$ cat src/rtl/lpm_pkg.sv
package lpm_pkg;

  typedef enum logic [1:0] {
    LPM_RUN     = 2'd0,
    LPM_STOP    = 2'd1,
    LPM_RECOVER = 2'd2,
    LPM_WAIT    = 2'd3
  } lpm_state_e;

endpackage

$ cat src/rtl/lpm_rst_sync.sv
module lpm_rst_sync #(
  parameter int STAGES = 2
) (
  input  logic clk,
  input  logic rst_n,
  output logic rst_sync_n
);

  logic [STAGES-1:0] sync_q;

  always_ff @(posedge clk or negedge rst_n) begin
    if (!rst_n) begin
      sync_q <= '0;
    end else begin
      sync_q <= {sync_q[STAGES-2:0], 1'b1};
    end
  end

  assign rst_sync_n = sync_q[STAGES-1];

endmodule

$ cat src/rtl/lpm_recovery_counter.sv
module lpm_recovery_counter #(
  parameter int LONG_CYCLES  = 4096,
  parameter int SHORT_CYCLES = 32,
  localparam int CNT_W = $clog2(LONG_CYCLES + 1)
) (
  input  logic             clk,
  input  logic             rst_n,
  input  logic             sel_load,
  input  logic             sel_in,
  input  logic             cnt_clr,
  input  logic             cnt_en,
  output logic             done_o,
  output logic [CNT_W-1:0] cnt_o
);

  localparam logic [CNT_W-1:0] LONG_TERM  = CNT_W'(LONG_CYCLES - 1);
  localparam logic [CNT_W-1:0] SHORT_TERM = CNT_W'(SHORT_CYCLES - 1);

  logic             sel_q;
  logic [CNT_W-1:0] cnt_q;
  logic [CNT_W-1:0] cnt_d;
  logic [CNT_W-1:0] term;

  assign term = sel_q ? SHORT_TERM : LONG_TERM;

  // option bit: captured only on stop entry
  always_ff @(posedge clk or negedge rst_n) begin
    if (!rst_n) begin
      sel_q <= 1'b0;
    end else if (sel_load) begin
      sel_q <= sel_in;
    end
  end

  always_comb begin
    cnt_d = cnt_q;
    if (cnt_clr) begin
      cnt_d = '0;
    end else if (cnt_en) begin
      cnt_d = cnt_q + 1'b1;
    end
  end

  always_ff @(posedge clk or negedge rst_n) begin
    if (!rst_n) begin
      cnt_q <= '0;
    end else if (cnt_clr || cnt_en) begin
      cnt_q <= cnt_d;
    end
  end

  assign done_o = cnt_en && (cnt_q == term);
  assign cnt_o  = cnt_q;

  // a running count never passes the captured limit
  p_count_bound_r4: assert property (@(posedge clk) disable iff (!rst_n)
    cnt_en |-> (cnt_q <= term));

  // captured option stays fixed while counting
  p_sel_hold_r5: assert property (@(posedge clk) disable iff (!rst_n)
    (cnt_en && !sel_load) |=> $stable(sel_q));

endmodule

$ cat src/rtl/lpm_mode_fsm.sv
module lpm_mode_fsm
  import lpm_pkg::*;
(
  input  logic       clk,
  input  logic       rst_n,
  input  logic       stop_req,
  input  logic       wait_req,
  input  logic       wake_req,
  input  logic       reset_req,
  input  logic       rec_done,
  output lpm_state_e state_o,
  output logic       sel_load,
  output logic       cnt_clr,
  output logic       cnt_en,
  output logic       pulse_o
);

  lpm_state_e state_q, state_d;
  logic       pulse_q, pulse_d;

  always_comb begin
    state_d = state_q;
    pulse_d = 1'b0;
    if (reset_req) begin
      state_d = LPM_RUN;
    end else begin
      case (state_q)
        LPM_RUN: begin
          if (stop_req) begin
            state_d = LPM_STOP;
          end else if (wait_req) begin
            state_d = LPM_WAIT;
          end
        end
        LPM_STOP: begin
          if (wake_req) begin
            state_d = LPM_RECOVER;
          end
        end
        LPM_RECOVER: begin
          if (rec_done) begin
            state_d = LPM_RUN;
            pulse_d = 1'b1;
          end
        end
        LPM_WAIT: begin
          if (wake_req) begin
            state_d = LPM_RUN;
            pulse_d = 1'b1;
          end
        end
        default: state_d = LPM_RUN;
      endcase
    end
  end

  always_ff @(posedge clk or negedge rst_n) begin
    if (!rst_n) begin
      state_q <= LPM_RUN;
      pulse_q <= 1'b0;
    end else begin
      state_q <= state_d;
      pulse_q <= pulse_d;
    end
  end

  assign sel_load = (state_q == LPM_RUN) && stop_req && !reset_req;
  assign cnt_en   = (state_q == LPM_RECOVER) && !reset_req;
  assign cnt_clr  = reset_req || (state_q != LPM_RECOVER);
  assign state_o  = state_q;
  assign pulse_o  = pulse_q;

  // reset request always lands in run without a pulse
  p_reset_abort_r9: assert property (@(posedge clk) disable iff (!rst_n)
    reset_req |=> (state_q == LPM_RUN) && !pulse_q);

  // stacking pulse lasts one cycle
  p_pulse_single_r10: assert property (@(posedge clk) disable iff (!rst_n)
    pulse_q |=> !pulse_q);

  // stop is only left by a wake or reset request
  p_stop_exit_r6: assert property (@(posedge clk) disable iff (!rst_n)
    ((state_q == LPM_STOP) && !wake_req && !reset_req) |=> (state_q == LPM_STOP));

endmodule

$ cat src/rtl/lpm_clock_gate.sv
module lpm_clock_gate
  import lpm_pkg::*;
(
  input  lpm_state_e state_i,
  output logic       cpu_clk_en,
  output logic       per_clk_en,
  output logic       cpu_run_en
);

  always_comb begin
    cpu_clk_en = 1'b0;
    per_clk_en = 1'b0;
    cpu_run_en = 1'b0;
    case (state_i)
      LPM_RUN: begin
        cpu_clk_en = 1'b1;
        per_clk_en = 1'b1;
        cpu_run_en = 1'b1;
      end
      LPM_WAIT: begin
        per_clk_en = 1'b1;
      end
      default: begin
        cpu_clk_en = 1'b0;
      end
    endcase
  end

endmodule

$ cat src/rtl/lpm_recovery_ctrl.sv
module lpm_recovery_ctrl
  import lpm_pkg::*;
#(
  parameter int LONG_CYCLES  = 4096,
  parameter int SHORT_CYCLES = 32,
  parameter int SYNC_STAGES  = 2
) (
  input  logic clk,
  input  logic rst_n,
  input  logic stop_req,
  input  logic wait_req,
  input  logic irq_req,
  input  logic brk_req,
  input  logic reset_req,
  input  logic fast_rec_sel,
  output logic cpu_clk_en,
  output logic per_clk_en,
  output logic cpu_run_en,
  output logic stack_start
);

  localparam int CNT_W = $clog2(LONG_CYCLES + 1);

  logic             rst_sync_n;
  logic             wake_req;
  logic             rec_done;
  logic             sel_load;
  logic             cnt_clr;
  logic             cnt_en;
  logic [CNT_W-1:0] cnt_val;
  lpm_state_e       state;

  // break and interrupt share one wake path, so both at once give one pulse
  assign wake_req = irq_req || brk_req;

  lpm_rst_sync #(.STAGES(SYNC_STAGES)) u_rst_sync (
    .clk        (clk),
    .rst_n      (rst_n),
    .rst_sync_n (rst_sync_n)
  );

  lpm_mode_fsm u_fsm (
    .clk       (clk),
    .rst_n     (rst_sync_n),
    .stop_req  (stop_req),
    .wait_req  (wait_req),
    .wake_req  (wake_req),
    .reset_req (reset_req),
    .rec_done  (rec_done),
    .state_o   (state),
    .sel_load  (sel_load),
    .cnt_clr   (cnt_clr),
    .cnt_en    (cnt_en),
    .pulse_o   (stack_start)
  );

  lpm_recovery_counter #(
    .LONG_CYCLES  (LONG_CYCLES),
    .SHORT_CYCLES (SHORT_CYCLES)
  ) u_counter (
    .clk      (clk),
    .rst_n    (rst_sync_n),
    .sel_load (sel_load),
    .sel_in   (fast_rec_sel),
    .cnt_clr  (cnt_clr),
    .cnt_en   (cnt_en),
    .done_o   (rec_done),
    .cnt_o    (cnt_val)
  );

  lpm_clock_gate u_gate (
    .state_i    (state),
    .cpu_clk_en (cpu_clk_en),
    .per_clk_en (per_clk_en),
    .cpu_run_en (cpu_run_en)
  );

  // counter sits at zero throughout stop
  p_cnt_held_r3: assert property (@(posedge clk) disable iff (!rst_sync_n)
    (state == LPM_STOP) |-> (cnt_val == '0));

  // stop gates every clock
  p_stop_gate_r2: assert property (@(posedge clk) disable iff (!rst_sync_n)
    (state == LPM_STOP || state == LPM_RECOVER) |-> (!cpu_clk_en && !per_clk_en && !cpu_run_en));

  // wait keeps only the peripheral clock
  p_wait_gate_r8: assert property (@(posedge clk) disable iff (!rst_sync_n)
    (state == LPM_WAIT) |-> (per_clk_en && !cpu_clk_en && !cpu_run_en));

  // pulse only with every enable high
  p_pulse_after_r7: assert property (@(posedge clk) disable iff (!rst_sync_n)
    stack_start |-> (cpu_clk_en && per_clk_en && cpu_run_en));

endmodule

$ cat config.mk
export PLATFORM = sky130hd
export DESIGN_NAME = lpm_recovery_ctrl
export DESIGN_NICKNAME = d
export VERILOG_FILES = /design/src/rtl/lpm_pkg.sv /design/src/rtl/lpm_rst_sync.sv /design/src/rtl/lpm_recovery_counter.sv /design/src/rtl/lpm_mode_fsm.sv /design/src/rtl/lpm_clock_gate.sv /design/src/rtl/lpm_recovery_ctrl.sv
export SDC_FILE = /design/constraint.sdc
export NUM_CORES = 1
export LEC_CHECK = 0
export CORE_MARGIN = 8
export CORE_UTILIZATION = 53
export DETAILED_ROUTE_END_ITERATION = 12
export GPL_TIMING_DRIVEN = 0
export PLACE_DENSITY = 0.76
export RECOVER_POWER = 25
export SLEW_MARGIN = 20
export SYNTH_ARGS = -nofsm -noshare
export SYNTH_HDL_FRONTEND = slang
export SYNTH_SLANG_ARGS = --single-unit
$ cat constraint.sdc
create_clock -name clk -period 1.4 [get_ports clk]
set_clock_uncertainty 0.1 [all_clocks]
set_input_delay 0.28 -clock clk [delete_from_list [all_inputs] [get_ports clk]]
set_output_delay 0.28 -clock clk [all_outputs]
set_load 0.02 [all_outputs]
==> metrics.txt <==
status=finished with violations; failing checks=setup timing; largest net degree at the start of global routing=18; register bit total from synthesis=19; # placed instances=approximately 140; DR vias=787; slew at the pin closest to its max-slew limit=between 0.6 and 0.7 ns; final net count=137; most area-consuming cells after synthesis=dfrtp_1, nor2_1, ha_1; ys async rst share=100%; routability cong.=between 0.8 and 0.9; Synth Area in Compound Gates=9.95%; CTS tree=built; per-cell routed wire length=between 15 and 20 microns; area leader, netlist=dfrtp_1; most common cell in the synthesized netlist=dfrtp_1; worst reg-to-reg setup slack=-0.44 ns; HPWL after DPL=roughly 1.5 mm; simple-gate portion of the synthesized area=23.4%; worst rel slew slack=54.5%; cell area after synthesis=1010 sq um; Mapped Nets=112; final setup fails=9; die width=59.6 microns; I/O Buffers=11; Ys Warns=0; non-filler cells, final=around 150; Initial DRT Pass Iterations=4; Setup crit start kind=flip-flop; Static Leakage=0.000581 uW; GRT Total Usage=12.7%; Syn Inst Count=99; xor/xnor share of the synthesized area=8.71%; fin worst setup slack=-0.438 ns; first-pass GRT wire length=3.35 mm; Post-synth top cells=dfrtp_1, nor2_1, xnor2_1; Max VDD drop=~1500 uV; share of layout cells above drive strength 1=about 36%; Synth Flop Type=dfrtp_1; Min-Delay Path Class=in -> async; CTS buffer count=3; core area=1760 sq um; initial DRC count=12; vias in the first global route=730; Tcrit/Tclk final=131%; fin util=77.4%; CP Capture Type=flip-flop; adder-cell share of the synthesized area=slightly above 6%; initial antenna violation count=0; Critical Path AT=~1.9 ns; Synth Area per Inst=10.2 sq um; vias per cell=5.32; diode count=0; Period minus WS final=1.84 ns; max-slew violations=0; clk_lat worst skew=around 0.31 ns; mux share of post-synthesis cell area=1.12%; DRC Markers=0; io pins=12; FILL cells=136; setup_tns=-1.61 ns; row cnt=15; Hold-fix buffers, CTS=0; GRT overflow=0; clock sinks=19; critical path required time=approximately 1.5 ns; Antenna Violating Nets Remaining=0; Setup Crit Path Kind=reg -> reg; unique cell type count in the Yosys netlist=35; largest family of logic cells by synthesized area=simple AND/OR/NAND/NOR gates; top achievable clock speed=544 MHz; Power Dens Cells=1420 nW/um^2; die area=about 3500 sq um; Post-Route WL=2.27 mm; Initial Util=a little under three fifths; Root Driver=clkbuf_4; Maximum Capacitance Violations=0; Clock Pin Slew Worst Setup and Hold Paths=roughly 0.090 ns; Yosys top cell area share=47.3%; htree depth=1; register area share after synthesis=47.3%; P&R area growth vs syn=35.7%; Worst Path Max Fanout=4; Final Hold Viols=0; Place WS=-0.623 ns; CTS Buffer Depth=2; RSZ-0062 raised after global routing=true; number of flops mapped to enable cells by yosys=0; Die Y=59.6 microns
==> cells in the final DEF (no fill, tap or decap), types with 3 or more instances in the layout <==
cell	count
buf_4	9
buf_6	4
clkbuf_4	4
clkdlybuf4s50_1	6
dfrtp_1	16
dfrtp_2	3
ha_4	3
inv_2	3
nand2_1	5
nand3_1	3
nor2_1	16
o21ai_0	3
xnor2_1	6
xor2_1	4
==> cell families (layout without fill, tap and decap cells) <==
group / after synthesis / in the layout
AO/OA/AOI/OAI: 12 / 12
adder cells (fa/ha/maj): 5 / 5
multiplexers: 1 / 1
buffers and inverters: 7 / 31
flip-flops: 19 / 19
XOR/XNOR: 10 / 10
AND/OR/NAND/NOR: 44 / 44
other: 1 / 1
==> repair_timing <==
| action | in CTS | in global routing |
|---|---|---|
| buffers inserted | 2 | 7 |
| endpoints found under the setup margin | 20 | 20 |
| pin swaps | 4 | 6 |
| gates resized for setup | 28 | 11 |
| gates cloned | 0 | 0 |
==> path summary, 6_finish.rpt <==
check / start / end / cells past startpoint
setup / recovery: u_fsm.state_o[1] / u_fsm.state_o[0] / 7
hold / removal: rst_n / u_rst_sync.sync_q[0] / 1
setup reg to reg: u_fsm.state_o[1] / u_fsm.state_o[0] / 7
hold reg to reg: u_rst_sync.sync_q[1] / u_counter.cnt_o[2] / 0
max in group asynchronous: u_rst_sync.sync_q[1] / u_fsm.state_o[0] / 0
min in group clk: u_rst_sync.sync_q[0] / u_rst_sync.sync_q[1] / 0
==> area by class of cell <==
class / count / area (sq um) / area share (%)
Tap cell: 25 / 31.3 / 2.29
Timing Repair Buffer: 20 / 185 / 13.6
Multi-Input combinational cell: 73 / 609 / 44.6
Clock buffer: 4 / 26.3 / 1.92
Buffer: 2 / 15.0 / 1.10
Sequential cell: 19 / 479 / 35.1
Inverter: 5 / 18.8 / 1.37
==> state kept, by name, summed over array words and instances (netlist names) <==
register and count:
u_counter.cnt_o 13, u_counter.sel_q 1, u_fsm.pulse_o 1, u_fsm.state_o 2, u_rst_sync.sync_q 2
==> where the power goes <==
part,internal [uW],total [uW],switching [uW]
Clock,111,282,171
Combinational,501,952,451
Sequential,608,699,91.2
==> through the flow <==
stage,area (sq um),hold slack [ns],total power [uW]
finish,1370,0.111,1930
global route,1370,0.102,2060
CTS,1260,0.0226,1890
detailed placement,1180,0.202,1530
global placement,1180,0.200,1510
floorplan,1040,-0.116,1250
==> routing by layer <==
layer,vias to the layer above,track usage [%],routed length (microns)
met2,18,20.5,1200
li1,380,-,-
met3,6,4.77,94
met5,-,0,0
met4,0,5.10,28
met1,383,14.8,951
==> critical path: stages, from the launching register on <==
cell	delay [ns]
dfrtp_1	0.43
inv_2	0.12
ha_4	0.14
nor2_2	0.04
o32a_1	0.29
o22ai_2	0.12
and2b_1	0.22
a211o_1	0.26
Note: power is estimated with default switching activity, not from simulation.
